`config.mk`:
```
export PLATFORM = sky130hd
export DESIGN_NAME = sync_line_gen
export DESIGN_NICKNAME = d
export VERILOG_FILES = /design/src/rtl/ess_pkg.sv /design/src/rtl/ess_line_cnt.sv /design/src/rtl/ess_span_dec.sv /design/src/rtl/ess_trs_byte.sv /design/src/rtl/ess_sample_mux.sv /design/src/rtl/sync_line_gen.sv
export SDC_FILE = /design/constraint.sdc
export NUM_CORES = 1
export LEC_CHECK = 0
export BUFFER_PORTS_ARGS = -buffer_cell sky130_fd_sc_hd__buf_2
export CAP_MARGIN = 0
export CELL_PAD_IN_SITES_DETAIL_PLACEMENT = 1
export CELL_PAD_IN_SITES_GLOBAL_PLACEMENT = 2
export CORE_ASPECT_RATIO = 0.9
export CORE_MARGIN = 2
export CORE_UTILIZATION = 25
export CTS_CLUSTER_DIAMETER = 150
export DETAILED_ROUTE_END_ITERATION = 16
export PLACE_DENSITY = 0.64
export SKIP_CTS_REPAIR_TIMING = 1
export SYNTH_ARGS = -nofsm -noshare
export SYNTH_HDL_FRONTEND = slang
export SYNTH_HIERARCHICAL = 1
export SYNTH_SLANG_ARGS = --single-unit
```
`constraint.sdc`:
```
create_clock -name clk_i -period 6.25 [get_ports clk_i]
set_input_delay 1.5625 -clock clk_i [delete_from_list [all_inputs] [get_ports clk_i]]
set_output_delay 1.5625 -clock clk_i [all_outputs]
set_load 0.02 [all_outputs]
```
`src/rtl/ess_pkg.sv`:
```
package ess_pkg;
  typedef struct packed {
    logic pal;
    logic sq;
    logic f;
    logic v;
  } line_cfg_t;

  typedef enum logic [1:0] {
    REG_EAV  = 2'd0,
    REG_FILL = 2'd1,
    REG_SAV  = 2'd2,
    REG_ACT  = 2'd3
  } region_e;

  localparam logic [7:0] TRS_LEAD = 8'hFF;
  localparam logic [7:0] TRS_ZERO = 8'h00;
  localparam logic [7:0] FILL_C   = 8'h80;
  localparam logic [7:0] FILL_Y   = 8'h10;
endpackage

```
`src/rtl/ess_line_cnt.sv`:
```
module ess_line_cnt
  import ess_pkg::*;
#(
  parameter int CNT_W = 11
) (
  input  logic             clk_i,
  input  logic             rst_ni,
  input  line_cfg_t        cfg_i,
  input  logic [CNT_W-1:0] last_i,
  output logic [CNT_W-1:0] cnt_o,
  output line_cfg_t        cfg_o
);
  logic wrap;
  assign wrap = (cnt_o == last_i);

  always_ff @(posedge clk_i or negedge rst_ni) begin
    if (!rst_ni) begin
      cnt_o <= '0;
      cfg_o <= '0;
    end else if (wrap) begin
      cnt_o <= '0;
      cfg_o <= cfg_i; // config only moves at line boundary
    end else begin
      cnt_o <= cnt_o + 1'b1;
    end
  end
endmodule

```
`src/rtl/ess_span_dec.sv`:
```
module ess_span_dec #(
  parameter int CNT_W     = 11,
  parameter int LINE_NTSC = 1716,
  parameter int LINE_PAL  = 1728,
  parameter int LINE_SQ   = 1536,
  parameter int ACT_STD   = 1440,
  parameter int ACT_SQ    = 1280
) (
  input  logic             pal_i,
  input  logic             sq_i,
  output logic [CNT_W-1:0] line_last_o,
  output logic [CNT_W-1:0] blank_len_o
);
  localparam logic [CNT_W-1:0] LAST_NTSC = CNT_W'(LINE_NTSC - 1);
  localparam logic [CNT_W-1:0] LAST_PAL  = CNT_W'(LINE_PAL - 1);
  localparam logic [CNT_W-1:0] LAST_SQ   = CNT_W'(LINE_SQ - 1);
  localparam logic [CNT_W-1:0] BLK_NTSC  = CNT_W'(LINE_NTSC - ACT_STD);
  localparam logic [CNT_W-1:0] BLK_PAL   = CNT_W'(LINE_PAL - ACT_STD);
  localparam logic [CNT_W-1:0] BLK_SQ    = CNT_W'(LINE_SQ - ACT_SQ);

  always_comb begin
    if (sq_i) begin
      line_last_o = LAST_SQ;
      blank_len_o = BLK_SQ;
    end else if (pal_i) begin
      line_last_o = LAST_PAL;
      blank_len_o = BLK_PAL;
    end else begin
      line_last_o = LAST_NTSC;
      blank_len_o = BLK_NTSC;
    end
  end
endmodule

```
`src/rtl/ess_trs_byte.sv`:
```
module ess_trs_byte
  import ess_pkg::*;
(
  input  logic       f_i,
  input  logic       v_i,
  input  logic       h_i,
  input  logic [1:0] idx_i,
  output logic [7:0] byte_o
);
  always_comb begin
    unique case (idx_i)
      2'd0:    byte_o = TRS_LEAD;
      2'd1,
      2'd2:    byte_o = TRS_ZERO;
      default: byte_o = {1'b1, f_i, v_i, h_i,
                         v_i ^ h_i, f_i ^ h_i, f_i ^ v_i, f_i ^ v_i ^ h_i};
    endcase
  end
endmodule

```
`src/rtl/ess_sample_mux.sv`:
```
module ess_sample_mux
  import ess_pkg::*;
#(
  parameter logic [7:0] CB_LVL = 8'h5A,
  parameter logic [7:0] Y_LVL  = 8'h51,
  parameter logic [7:0] CR_LVL = 8'hF0
) (
  input  region_e    region_i,
  input  logic       vblank_i,
  input  logic       parity_i,
  input  logic [1:0] phase_i,
  input  logic [7:0] trs_i,
  output logic [7:0] data_o,
  output logic       active_o
);
  logic [7:0] fill_b;
  assign fill_b = parity_i ? FILL_Y : FILL_C;

  always_comb begin
    active_o = 1'b0;
    unique case (region_i)
      REG_EAV, REG_SAV: data_o = trs_i;
      REG_FILL:         data_o = fill_b;
      default: begin
        if (vblank_i) begin
          data_o = fill_b;
        end else begin
          active_o = 1'b1;
          unique case (phase_i)
            2'd0:    data_o = CB_LVL;
            2'd2:    data_o = CR_LVL;
            default: data_o = Y_LVL;
          endcase
        end
      end
    endcase
  end
endmodule

```
`src/rtl/sync_line_gen.sv`:
```
module sync_line_gen
  import ess_pkg::*;
#(
  parameter int          LINE_NTSC = 1716,
  parameter int          LINE_PAL  = 1728,
  parameter int          LINE_SQ   = 1536,
  parameter int          ACT_STD   = 1440,
  parameter int          ACT_SQ    = 1280,
  parameter logic [7:0]  CB_LVL    = 8'h5A,
  parameter logic [7:0]  Y_LVL     = 8'h51,
  parameter logic [7:0]  CR_LVL    = 8'hF0,
  localparam int         MAX_A     = (LINE_NTSC > LINE_PAL) ? LINE_NTSC : LINE_PAL,
  localparam int         MAX_LINE  = (MAX_A > LINE_SQ) ? MAX_A : LINE_SQ,
  localparam int         CNT_W     = $clog2(MAX_LINE)
) (
  input  logic             clk_i,
  input  logic             rst_ni,
  input  logic             pal_i,
  input  logic             sq_pix_i,
  input  logic             field_i,
  input  logic             vblank_i,
  output logic [7:0]       data_o,
  output logic [CNT_W-1:0] count_o,
  output logic             active_o
);
  line_cfg_t        cfg_in, cfg_q;
  logic [CNT_W-1:0] cnt_q, line_last, blank_len, sav_start;
  logic [1:0]       phase;
  logic [7:0]       trs_b;
  region_e          region;

  assign cfg_in = '{pal: pal_i, sq: sq_pix_i, f: field_i, v: vblank_i};

  ess_line_cnt #(.CNT_W(CNT_W)) u_cnt (
    .clk_i  (clk_i),
    .rst_ni (rst_ni),
    .cfg_i  (cfg_in),
    .last_i (line_last),
    .cnt_o  (cnt_q),
    .cfg_o  (cfg_q)
  );

  ess_span_dec #(
    .CNT_W(CNT_W), .LINE_NTSC(LINE_NTSC), .LINE_PAL(LINE_PAL),
    .LINE_SQ(LINE_SQ), .ACT_STD(ACT_STD), .ACT_SQ(ACT_SQ)
  ) u_span (
    .pal_i       (cfg_q.pal),
    .sq_i        (cfg_q.sq),
    .line_last_o (line_last),
    .blank_len_o (blank_len)
  );

  assign sav_start = blank_len - CNT_W'(4);

  always_comb begin
    if (cnt_q < CNT_W'(4))          region = REG_EAV;
    else if (cnt_q < sav_start)     region = REG_FILL;
    else if (cnt_q < blank_len)     region = REG_SAV;
    else                            region = REG_ACT;
  end

  // blanking spans are multiples of 4, so low bits give code and sample phase
  assign phase = cnt_q[1:0] - blank_len[1:0];

  ess_trs_byte u_trs (
    .f_i   (cfg_q.f),
    .v_i   (cfg_q.v),
    .h_i   (region == REG_EAV),
    .idx_i (cnt_q[1:0]),
    .byte_o(trs_b)
  );

  ess_sample_mux #(.CB_LVL(CB_LVL), .Y_LVL(Y_LVL), .CR_LVL(CR_LVL)) u_mux (
    .region_i (region),
    .vblank_i (cfg_q.v),
    .parity_i (cnt_q[0]),
    .phase_i  (phase),
    .trs_i    (trs_b),
    .data_o   (data_o),
    .active_o (active_o)
  );

  assign count_o = cnt_q;
endmodule

```
# Word-level counts from Yosys, hierarchy flattened

Cells that the tools add are included.

Add/subtract/negate cells: 3
$lt $le $gt $ge: 3
Eq/ne operators: 6
Mux-type cells: 15
Bitwise operators: 4
Reductions and logical operators: 6

Operator list:

| operator                                                    | number |
|---|---|
| one-hot mux 8 bit (2 select lines)                          | 3 |
| 2-to-1 mux 11 bit                                           | 3 |
| less-than comparator 11 bit                                 | 2 |
| 2-to-1 mux 8 bit                                            | 2 |
| adder 11 x 1 -> 11 bit, second input constant               | 1 |
| equality test 11 bit                                        | 1 |
| less-than comparator 11 x 3 -> 1 bit, second input constant | 1 |
| subtractor 11 x 3 -> 11 bit, second input constant          | 1 |
| equality test 2 bit, second input constant                  | 3 |
| zero test 2 bit                                             | 3 |
| 2-to-1 mux 6 bit                                            | 1 |
| equality test 2 x 1 -> 1 bit, second input constant         | 2 |
| 2-to-1 mux 2 bit                                            | 2 |
| 2-to-1 mux 4 bit                                            | 1 |
| OR reduction 2 bit                                          | 2 |
| XOR 1 bit                                                   | 4 |
| 2-to-1 mux 1 bit                                            | 3 |
| OR reduction 3 bit                                          | 1 |
| subtractor 2 bit                                            | 1 |

Flip-flop bits (word level): 15
Input bits: 6
Output and inout bits: 20
Logic and storage cells: 42

# Logic depth before layout (Yosys ltp)

Gate-level depths: netlist of run 1.

Depth in word-level cells: 10
Mapped depth: 15
Depth with buffers taken out: 15

# By module

Netlist of run 1, hierarchy kept.

By module, submodules not included:

| module         | times used | cells each | area each (µm²) |
|---|---|---|---|
| ess_line_cnt   | 1          | 68         | 762.0 |
| sync_line_gen  | 1          | 85         | 616.8 |
| ess_span_dec   | 1          | 24         | 162.7 |
| ess_trs_byte   | 1          | 23         | 145.1 |
| ess_sample_mux | 1          | 23         | 126.4 |

# Worst setup path before layout of run 1

Ideal clock, no wire load.

Path type: register to output
From: reg u_cnt/cfg_o[2] (netlist name)
To: out data_o[1]
Data arrival time: 2.846 ns
Setup slack: 1.841 ns
Cell stages (with the launch flop): 14
Cells stage by stage: dfrtp_1 > nor2_1 > inv_1 > ha_1 > xnor2_1 > ha_1 > a211oi_1 > nor2_1 > a211oi_2 > o21ai_1 > a31oi_1 > nand3b_1 > or3_1 > o21ai_0

Cells in the longest elaborated chain, start to end: 8
Elaborated cells between the ends (all ways): 17

RTL lines:

| what                                                                       | RTL line                                 | text |
|---|---|---|
| from (decl)                                                                | ess_line_cnt.sv:11                       | `output line_cfg_t cfg_o` |
| from (signal assigned)                                                     | ess_line_cnt.sv:22                       | `cfg_o <= cfg_i;` |
| 2-to-1 mux 11 bit *                                                        | ess_span_dec.sv:22                       | `if (sq_i) begin` |
| via blank_len[2]                                                           | sync_line_gen.sv:27                      | `logic [CNT_W-1:0] cnt_q, line_last, blank_len, sav_start;` |
| subtractor 11 x 3 -> 11 bit or less-than comparator 11 bit (tied branches) | sync_line_gen.sv:53, sync_line_gen.sv:58 |  |
| less-than comparator 11 bit or 2-to-1 mux 1 bit (tied branches)            | sync_line_gen.sv:57, sync_line_gen.sv:58 |  |
| 2-to-1 mux 2 bit *                                                         | sync_line_gen.sv:57                      | `else if (cnt_q < sav_start) region = REG_FILL;` |
| 2-to-1 mux 2 bit *                                                         | sync_line_gen.sv:56                      | `if (cnt_q < CNT_W'(4)) region = REG_EAV;` |
| via region[0]                                                              | sync_line_gen.sv:30                      | `region_e region;` |
| equality test 2 bit or zero test 2 bit (tied branches)                     | ess_sample_mux.sv:21                     | `unique case (region_i)` |
| OR reduction 2 bit                                                         | -                                        |  |
| one-hot mux 8 bit (2 select lines) *                                       | ess_sample_mux.sv:21                     |  |
| to (decl)                                                                  | sync_line_gen.sv:22                      | `output logic [7:0] data_o,` |

Mark *: on every way through the listed nets, which the timed path passes. The rest lies on a longest branch.

# Worst setup path in the final report of run 1

From: reg u_cnt/cfg_o[2] (netlist name)
To: out data_o[3]

Cells in the longest elaborated chain, start to end: 9
Elaborated cells between the ends (all ways): 19

RTL lines:

| what                                                                       | RTL line                                  | text |
|---|---|---|
| 2-to-1 mux 11 bit *                                                        | ess_span_dec.sv:22                        |  |
| via blank_len[2]                                                           | sync_line_gen.sv:27                       |  |
| subtractor 11 x 3 -> 11 bit or less-than comparator 11 bit (tied branches) | sync_line_gen.sv:53, sync_line_gen.sv:58  |  |
| less-than comparator 11 bit or 2-to-1 mux 1 bit (tied branches)            | sync_line_gen.sv:57, sync_line_gen.sv:58  |  |
| 2-to-1 mux 2 bit *                                                         | sync_line_gen.sv:57                       |  |
| 2-to-1 mux 2 bit *                                                         | sync_line_gen.sv:56                       |  |
| via region[0]                                                              | sync_line_gen.sv:30                       |  |
| zero test 2 bit                                                            | ess_sample_mux.sv:21, sync_line_gen.sv:68 |  |
| XOR 1 bit                                                                  | ess_trs_byte.sv:16                        | `v_i ^ h_i, f_i ^ h_i, f_i ^ v_i, f_i ^ v_i ^ h_i};` |
| one-hot mux 8 bit (2 select lines)                                         | ess_trs_byte.sv:11                        | `unique case (idx_i)` |
| one-hot mux 8 bit (2 select lines) *                                       | ess_sample_mux.sv:21                      |  |

Marked as above.

==> results.toml, run 1 <==
[die]
dieArea_mm2 = 0.007950
die_h_um = 84.79
start_util_pct = 25.76
core_mm2 = 0.007039
io_pins = 26
fp.dieW_um = 93.77
num_rows = 29

[timing]
finalHoldViolCount = 0
worstMarginPinSlew_ns = 0.6705
slew_viol_final = 0
setup_viol = 0
tns_ns = 0
min_period_ns = 5.356
fmax_mhz = 186.7
post-route-period-util_pct = 85.70
finClkSkew_ns = 0.001397
relSlewSlack_pct = 55.16
rsz0062_at_grt = "false"

[placed_design]
globalplace.congestion = 0.7536
hpwl_um = 3619
port_buffers = 25
dp.cells = 334

[grt]
grt_use_met1_pct = 16.51
grt_pass1_wl_um = 7921
top_usage_layer = "met2"
grt_max_degree = 16
grt_use_met3_pct = 1.616
antenna_found_initial = 0
grt_pass1_vias = 1585
grt_use_total_pct = 12.44
grt-ovfl-total = 0
grt_use_met2_pct = 21.69

[finish]
final_cells = 338
antenna_cells = 0
final_util_pct = 28.55
drive_gt1_share_pct = 15.92
syn_to_final_growth_pct = 10.84
nNetsFinal = 276
fillerInstances = 873

[clocking]
clk_latency_ns = 0.25
clockBufferDepth = 2
cts_root_buf = "clkbuf_8"
clk_pin_slew_worst_paths_ns = 0.06
clkSinkCount = 15
cts_buffers = 3
cts_tree = "done"
cts_max_level = 1

[worst_setup_path]
r2r_cells = 5
r2r-end = "u_cnt/cfg_o[2]"
cp-end-kind = "output port"
rrSetupSlack_ns = 4.05
crit_path_start = "u_cnt/cfg_o[2]"
crit_fanout = 12
critical_path.endpoint = "data_o[3]"
startpoint_type = "register"
required_ns = 4.69
reg2reg_from = "u_cnt/cfg_o[2]"
critPathArrivalTime_ns = 3.79
setup.worst_path.class = "reg -> out"

[worst_hold_path]
hold_class = "reg -> reg"

[power]
peakVddDrop_uv = 73.32
p_total_mw = 0.2005
leakagePower_nw = 0.9429
pwr_density_cell_mw_per_mm2 = 99.80

[routing]
drt_iter0_markers = 44
wl_um = 4570
drt_first_pass_iters = 4
via_per_inst = 4.470
wl_per_cell_um = 13.52
routed-via-count = 1511
drc = 0
ant_nets = 0

[synth]
syn_area_per_cell_um2 = 8.130
ys.warnings.count = 6
syn_area_mm2 = 0.001813
synth_async_sr_flop_share_pct = 100.0
synth.largest_area_cell = "dfrtp_1"
yosysSeqAreaShare_pct = 20.70
synth_top_cell_area_share_pct = 20.70
synthFlopType = "dfrtp_1"
synth_edf_count = 0
yosysUniqueCellTypes = 36
synthTopCellsByArea = "dfrtp_1 21%, ha_1 17%, xnor2_1 11%, buf_4 7.9%, inv_1 5.4%"
synth_cells = 223
synth-seq-cells = 15

[status]
status = "finished, final reports clean"

[flow_run]
cap_violations = 0
==> synth_stat cells (4+ instances only) <==
| library cell | n |
|---|---|
| a21oi_1 | 9 |
| nand4_1 | 8 |
| ha_1 | 24 |
| nand2_1 | 14 |
| xnor2_1 | 23 |
| nor4_1 | 4 |
| xor2_1 | 8 |
| a211oi_1 | 4 |
| mux2_2 | 5 |
| nor2b_1 | 4 |
| inv_1 | 26 |
| o21ai_0 | 6 |
| dfrtp_1 | 15 |
| nor2_1 | 21 |
| nand3_1 | 6 |
| buf_4 | 19 |
==> per-layer routing <==
metal / routed length, µm / vias up / share of wire [%]
met3: 149 / 3 / 3.3
met1: 2271 / 722 / 50
li1: - / 763 / -
met4: 30 / 0 / 0.66
met5: 0 / - / 0
met2: 2119 / 23 / 46
==> registers in the layout, indices dropped and copies added (netlist names) <==
register	flops
u_cnt/cfg_o	4
u_cnt/cnt_o	11
==> kinds of logic after synthesis <==
logic type                 synth area share, %
AOI/OAI and AO/OA                        8.489
buffers and inverters                    13.73
and+or+nand+nor                          20.77
muxes                                    3.105
DFF                                      20.70
adders and majority gates                16.56
other                                   0.4142
xor gates and xnor gates                 16.22
==> worst max-delay path: stages (launching register included) <==
cell	delay, ns
dfrtp_1	0.45
nor2_1	0.48
inv_1	0.14
ha_1	0.27
xnor2_1	0.14
ha_1	0.31
a211oi_1	0.28
nor2_1	0.10
a211oi_2	0.18
o21ai_1	0.12
a31oi_1	0.17
buf_4	0.19
nand3b_1	0.11
or3_1	0.33
o21ai_0	0.07
buf_2	0.18
==> where the power goes <==
group,internal (mW),switching [mW]
clock network,0.0442,0.0358
registers,0.0971,0
logic,0.00919,0.0142
total,0.150,0.0500
==> worst min path at each step <==
| stage | start | slack [ns] | cells after the start | endpoint |
|---|---|---|---|---|
| floorplan | u_cnt/cfg_o[3] | 0.51 | 1 | u_cnt/cfg_o[3] |
| global placement | u_cnt/cfg_o[3] | 0.54 | 1 | u_cnt/cfg_o[3] |
| detailed placement | u_cnt/cfg_o[3] | 0.55 | 1 | u_cnt/cfg_o[3] |
| CTS | u_cnt/cfg_o[3] | 0.57 | 1 | u_cnt/cfg_o[3] |
| global route | u_cnt/cfg_o[3] | 0.60 | 1 | u_cnt/cfg_o[3] |
| finish | u_cnt/cfg_o[3] | 0.56 | 1 | u_cnt/cfg_o[3] |
==> cell type report <==
class / count / area (µm²) / area share, %
clock buffers: 3 / 41.29 / 2.055
multi-input cells: 173 / 1234 / 61.39
clock inverters: 1 / 5.005 / 0.2491
well taps: 93 / 116.4 / 5.791
flip-flops and latches: 15 / 375.4 / 18.68
repair buffers: 27 / 140.1 / 6.974
inverters: 26 / 97.59 / 4.857
==> stage by stage <==
step / setup slack, ns / hold slack, ns / area, µm²
4_1_cts: 0.9024 / 0.5687 / 2009
5_1_grt: 0.5573 / 0.6024 / 2009
3_3_place_gp: 1.302 / 0.5404 / 1963
2_1_floorplan: 1.841 / 0.5107 / 1858
6_report: 0.8940 / 0.5631 / 2009
3_5_place_dp: 1.192 / 0.5526 / 1963
==> cells in the final DEF, fill, tap and decap left out, drive strengths merged, types with 5 or more instances in the layout <==
| master | netlist | routed |
|---|---|---|
| nand3 | 6 | 6 |
| nand2 | 14 | 14 |
| ha | 24 | 24 |
| mux2 | 5 | 5 |
| o21ai | 8 | 8 |
| a211oi | 5 | 5 |
| nand4 | 8 | 8 |
| conb | 2 | 14 |
| dfrtp | 15 | 15 |
| buf | 20 | 27 |
| inv | 26 | 26 |
| nor2 | 21 | 21 |
| a21oi | 9 | 9 |
| xor2 | 8 | 8 |
| xnor2 | 23 | 23 |
No activity file was read; power rests on OpenSTA's default activity.
==> inputs of run 2 (changes only) <==
--- a/config.mk
+++ b/config.mk
@@ -5,7 +5,6 @@
 export SDC_FILE = /design/constraint.sdc
 export NUM_CORES = 1
 export LEC_CHECK = 0
-export BUFFER_PORTS_ARGS = -buffer_cell sky130_fd_sc_hd__buf_2
 export CAP_MARGIN = 0
 export CELL_PAD_IN_SITES_DETAIL_PLACEMENT = 1
 export CELL_PAD_IN_SITES_GLOBAL_PLACEMENT = 2
@@ -14,7 +13,8 @@
 export CORE_UTILIZATION = 25
 export CTS_CLUSTER_DIAMETER = 150
 export DETAILED_ROUTE_END_ITERATION = 16
-export PLACE_DENSITY = 0.64
+export DONT_BUFFER_PORTS = 1
+export PLACE_DENSITY = 0.59
 export SKIP_CTS_REPAIR_TIMING = 1
 export SYNTH_ARGS = -nofsm -noshare
 export SYNTH_HDL_FRONTEND = slang
==> run 2 against run 1 <==
Count of clock-buffer cells in the layout rose by 1. Clock power grew 2.6%. Core utilization shrank 1.8 points. Critical path type unchanged. Largest power group unchanged.
==> results.toml, run 2 (synthesized netlist as in run 1, its figures left out) <==
[status]
status = "finished, final reports clean"

[timing]
worstMarginPinSlew_ns = 0.7121
slew_viol_final = 0
min_period_ns = 5.225
fmax_mhz = 191.4
finalHoldViolCount = 0
rsz0062_at_grt = "false"
setup_slack_ns = 1.025
relSlewSlack_pct = 52.02
tns_ns = 0
finClkSkew_ns = 0.005632
setup_viol = 0
post-route-period-util_pct = 83.60

[clocking]
cts_buffers = 3
clockBufferDepth = 2
clk_pin_slew_worst_paths_ns = 0.06
cts_tree = "done"
clkSinkCount = 15
cts_root_buf = "clkbuf_8"
clk_latency_ns = 0.25
cts_max_level = 1

[placed_design]
globalplace.congestion = 0.6965
dp_slack_ns = 1.247
hpwl_um = 3692
port_buffers = 0

[worst_setup_path]
crit_fanout = 12
cp.buffers_inverters = 2
slowest_delay_ns = 0.46
reg2reg_from = "u_cnt/cfg_o[2]"
worstPathCellList = "nor2_1, inv_1, ha_1, xnor2_1, ha_1, a211oi_1, nor2_1, a211oi_2, o21ai_1, a31oi_1, buf_4, nand3b_1, or3_1, o21ai_0"
rrSetupSlack_ns = 4.05
r2r_cells = 5
path_delay_family = "simple AND/OR/NAND/NOR gates"
r2r-end = "u_cnt/cfg_o[1]"
setup.worst_path.class = "reg -> out"
critPathArrivalTime_ns = 3.66
critPathSlowestCell = "dfrtp_1"
cp-end-kind = "output port"
startpoint_type = "register"
required_ns = 4.69

[worst_hold_path]
hold_depth = 1
worst_hold_startpoint = "u_cnt/cfg_o[3]"
min_to = "u_cnt/cfg_o[3]"
hold_class = "reg -> reg"

[grt]
grt_use_total_pct = 12.47
grt_pass1_wl_um = 7838
grt_max_degree = 16
grt_pass1_vias = 1478
antenna_found_initial = 0
grt-ovfl-total = 0

[die]
core_mm2 = 0.007039
fp.dieW_um = 93.77
num_rows = 29
io_pins = 26
start_util_pct = 25.76
die_h_um = 84.79
dieArea_mm2 = 0.007950

[flow_run]
cap_violations = 0

[power]
peakVddDrop_uv = 69.64
p_total_mw = 0.1984
pwr_density_cell_mw_per_mm2 = 105.4
leakagePower_nw = 0.8254

[routing]
drc = 0
wl_um = 4591
routed-via-count = 1406
drt_iter0_markers = 26
wl_per_cell_um = 14.67
ant_nets = 0
drt_first_pass_iters = 4
via_per_inst = 4.492

[finish]
largest_reg_flops = 11
top_regs = "u_cnt/cnt_o: 11 flops, u_cnt/cfg_o: 4 flops"
top_register = "u_cnt/cnt_o"
fillerInstances = 888
layout_commonest_cell = "inv_1"
register_area_um2 = 375.4
nNetsFinal = 251
mostFrequentLayoutCells = "26 x inv_1, 24 x ha_1, 23 x xnor2_1"
antenna_cells = 0
final_util_pct = 26.75
drive_gt1_share_pct = 5.909
multi_input_area_mm2 = 0.001234
syn_to_final_growth_pct = 3.865
-- run 2: how the worst max path moves through the flow --
stage,cells past startpoint,from,to
after floorplan,13,u_cnt/cfg_o[2],data_o[1]
after global placement,14,u_cnt/cfg_o[2],data_o[3]
after detailed placement,14,u_cnt/cfg_o[2],data_o[1]
after CTS,14,u_cnt/cfg_o[2],data_o[1]
after global routing,14,u_cnt/cfg_o[2],data_o[1]
final,14,u_cnt/cfg_o[2],data_o[1]
-- run 2: power by group --
part | internal (mW) | total (mW) | switching [mW]
Clock | 0.0452 | 0.0821 | 0.0369
Combinational | 0.00754 | 0.0193 | 0.0117
Sequential | 0.0971 | 0.0971 | 0
Total | 0.150 | 0.198 | 0.0486
-- run 2: per-stage QoR --
step	area [µm²]	hold slack (ns)	std cells
finish	1883	0.5863	313
global route	1883	0.6601	313
detailed placement	1838	0.5716	309
floorplan	1858	0.5107	235
CTS	1883	0.5896	313
global placement	1838	0.5476	309
-- run 2: final cells by class --
type                            instances  area share, %
Inverter                               26          5.183
Multi-Input combinational cell        173          65.51
Timing Repair Buffer                    2         0.7973
Clock buffer                            4          2.392
Tap cell                               93          6.179
Sequential cell                        15          19.93
-- run 2: per-layer routing --
layer | wire, µm | track usage (%) | vias to the layer above | share of wire (%)
met5 | 0 | 0 | - | 0
met4 | 0 | 1.186 | 0 | 0
li1 | - | - | 713 | -
met3 | 160 | 1.706 | 0 | 3.5
met1 | 2204 | 16.81 | 672 | 48
met2 | 2226 | 21.95 | 21 | 48
==> inputs of run 3 (changes only) <==
--- a/config.mk
+++ b/config.mk
@@ -5,6 +5,7 @@
 export SDC_FILE = /design/constraint.sdc
 export NUM_CORES = 1
 export LEC_CHECK = 0
+export ABC_AREA = 1
 export CAP_MARGIN = 0
 export CELL_PAD_IN_SITES_DETAIL_PLACEMENT = 1
 export CELL_PAD_IN_SITES_GLOBAL_PLACEMENT = 2
@@ -14,7 +15,7 @@
 export CTS_CLUSTER_DIAMETER = 150
 export DETAILED_ROUTE_END_ITERATION = 16
 export DONT_BUFFER_PORTS = 1
-export PLACE_DENSITY = 0.59
+export PLACE_DENSITY = 0.65
 export SKIP_CTS_REPAIR_TIMING = 1
 export SYNTH_ARGS = -nofsm -noshare
 export SYNTH_HDL_FRONTEND = slang
==> constraint.sdc (replaced) <==
create_clock -name clk_i -period 4.5 [get_ports clk_i]
set_input_delay 1.125 -clock clk_i [delete_from_list [all_inputs] [get_ports clk_i]]
set_output_delay 1.125 -clock clk_i [all_outputs]
set_load 0.02 [all_outputs]
==> run 3 against run 2 <==
Critical path depth rose by 1. Design area rose by 17%. Setup slack got worse by 0.60 ns. Highest routed layer is now met4.
==> results.toml, run 3 <==
[timing]
relSlewSlack_pct = 60.12
finClkSkew_ns = 0.005565
finalHoldViolCount = 0
rsz0062_at_grt = "false"
worstMarginPinSlew_ns = 0.5982
slew_viol_final = 0
post-route-period-util_pct = 90.65
fmax_mhz = 245.1
tns_ns = 0
setup_viol = 0
hold_slack_ns = 0.5618
min_period_ns = 4.079

[routing]
drc = 0
via_per_inst = 4.299
drt_first_pass_iters = 4
ant_nets = 0
wl_per_cell_um = 12.89
wl_um = 5441
drt_iter0_markers = 69
routed-via-count = 1814

[status]
status = "finished, final reports clean"

[worst_setup_path]
critPathArrivalTime_ns = 2.95
required_ns = 3.38
crit_fanout = 7
startpoint_type = "register"
setup.worst_path.class = "reg -> out"
rrSetupSlack_ns = 2.55
cp-end-kind = "output port"

[finish]
syn_to_final_growth_pct = 5.745
layout_commonest_cell = "nand2_1"
drive_gt1_share_pct = 13.00
largest_reg_flops = 11
top_regs = "u_cnt/cnt_o: 11 flops, u_cnt/cfg_o: 4 flops"
top_register = "u_cnt/cnt_o"
nNetsFinal = 354
mostFrequentLayoutCells = "93 x nand2_1, 55 x inv_1, 24 x ha_1"
antenna_cells = 0
final_util_pct = 27.40

[synth]
yosysUniqueCellTypes = 24
synth_common_cells = "93 x nand2_1, 55 x inv_1, 24 x ha_1"
post-synth-top-count-cell = "nand2_1"
synth_cells = 320
synth_top_cell_area_share_pct = 17.95
synth_edf_count = 0
syn_area_mm2 = 0.002091
synth_async_sr_flop_share_pct = 100.0
yosysSeqAreaShare_pct = 17.95
synth-seq-cells = 15
synthFlopType = "dfrtp_1"
syn_area_per_cell_um2 = 6.534
synth.largest_area_cell = "dfrtp_1"
ys.warnings.count = 6
synthTopCellsByArea = "dfrtp_1 18%, nand2_1 17%, ha_1 14%, inv_1 9.9%, buf_4 6.5%"

[die]
core_mm2 = 0.008068
fp.dieW_um = 100.4
io_pins = 26
dieArea_mm2 = 0.009111
start_util_pct = 25.92
die_h_um = 90.76
num_rows = 31

[grt]
grt_use_met2_pct = 20.75
grt_pass1_vias = 1841
grt_use_total_pct = 12.40
grt_pass1_wl_um = 9080
top_usage_layer = "met2"
antenna_found_initial = 0
grt-ovfl-total = 0
grt_max_degree = 16
grt_use_met3_pct = 1.548
grt_use_met1_pct = 16.93

[placed_design]
hpwl_um = 4561
globalplace.congestion = 0.7686
port_buffers = 0

[flow_run]
cap_violations = 0

[power]
leakagePower_nw = 1.217
peakVddDrop_uv = 63.79
p_total_mw = 0.2842
pwr_density_cell_mw_per_mm2 = 128.5

[worst_hold_path]
hold_class = "in -> async"

[clocking]
cts_root_buf = "clkbuf_8"
cts_tree = "done"
cts_max_level = 1
clk_latency_ns = 0.25
cts_buffers = 3
clockBufferDepth = 2
clkSinkCount = 15
clk_pin_slew_worst_paths_ns = 0.07
## run 3: cell count changes in the layout (fill, tap and decap cells not counted), moves of 5 or more
cell,before,now
nor2_2,0,14
nand2_1,14,93
xnor2_1,23,6
mux2_2,5,0
inv_1,26,55
xor2_1,8,15
inv_2,0,5
nand3_1,6,18
## run 3: worst paths after layout
| kind | cells after the start | to | start |
|---|---|---|---|
| worst max-delay path | 15 | data_o[3] | u_cnt/cfg_o[2] |
| worst min-delay path | 0 | u_cnt/cfg_o[2] | rst_ni |
| worst max register to register | 6 | u_cnt/cnt_o[8] | u_cnt/cnt_o[0] |
| worst min register to register | 2 | u_cnt/cfg_o[3] | u_cnt/cfg_o[3] |
| max in group asynchronous | 0 | u_cnt/cfg_o[2] | rst_ni |
| min in group clk_i | 2 | u_cnt/cfg_o[3] | u_cnt/cfg_o[3] |
## run 3: cell families (layout without fill, tap and decap cells)
kind of cell | count (synthesis) | in the layout | synth area share [%]
simple gates | 162 | 162 | 35.91
buf+inv | 79 | 70 | 18.19
fa+ha+maj | 24 | 24 | 14.36
xor+xnor | 21 | 21 | 8.797
compound gates | 17 | 17 | 4.429
flops | 15 | 15 | 17.95
other cells | 2 | 14 | 0.3592
## run 3: power by group
group	internal, mW	switching [mW]	leakage (nW)
Combinational	0.0118	0.0243	0.993
Sequential	0.135	0	0.198
Clock	0.0613	0.0519	0.0255
## run 3: cell type report
| cell class | count | area, µm² |
|---|---|---|
| Multi-Input combinational cell | 238 | 1394 |
| Fill cell | 1063 | 5857 |
| Timing Repair Buffer | 6 | 45.04 |
| Clock inverter | 1 | 5.005 |
| Sequential cell | 15 | 376.6 |
| Tap cell | 99 | 123.9 |
| Inverter | 60 | 225.2 |
| Clock buffer | 3 | 41.29 |
## run 3: per-stage QoR
stage	area (µm²)	worst slack [ns]	cells
after floorplan	2136	0.5002	332
after global placement	2150	0.5240	418
after detailed placement	2150	0.4311	418
after CTS	2196	0.1361	422
after global routing	2211	0.07478	422
final	2211	0.4205	422
## run 3: metal layers
layer  vias to the layer above  wire length, µm
met5                         -                0
met4                         0               34
met3                         2              134
met2                        14             2518
met1                       841             2754
li1                        957                -
## run 3: critical path: stages (launching register included)
cell and delay, ns:
dfrtp_2 0.46, nor2_2 0.14, inv_1 0.08, ha_1 0.24, nand3_2 0.10, xor2_1 0.16, ha_1 0.28, a21oi_1 0.17
nand2_1 0.09, nand2_1 0.06, nand3_1 0.13, a21oi_4 0.24, nand2_2 0.11, nor2_2 0.13, nand3b_1 0.13, nand2_1 0.19
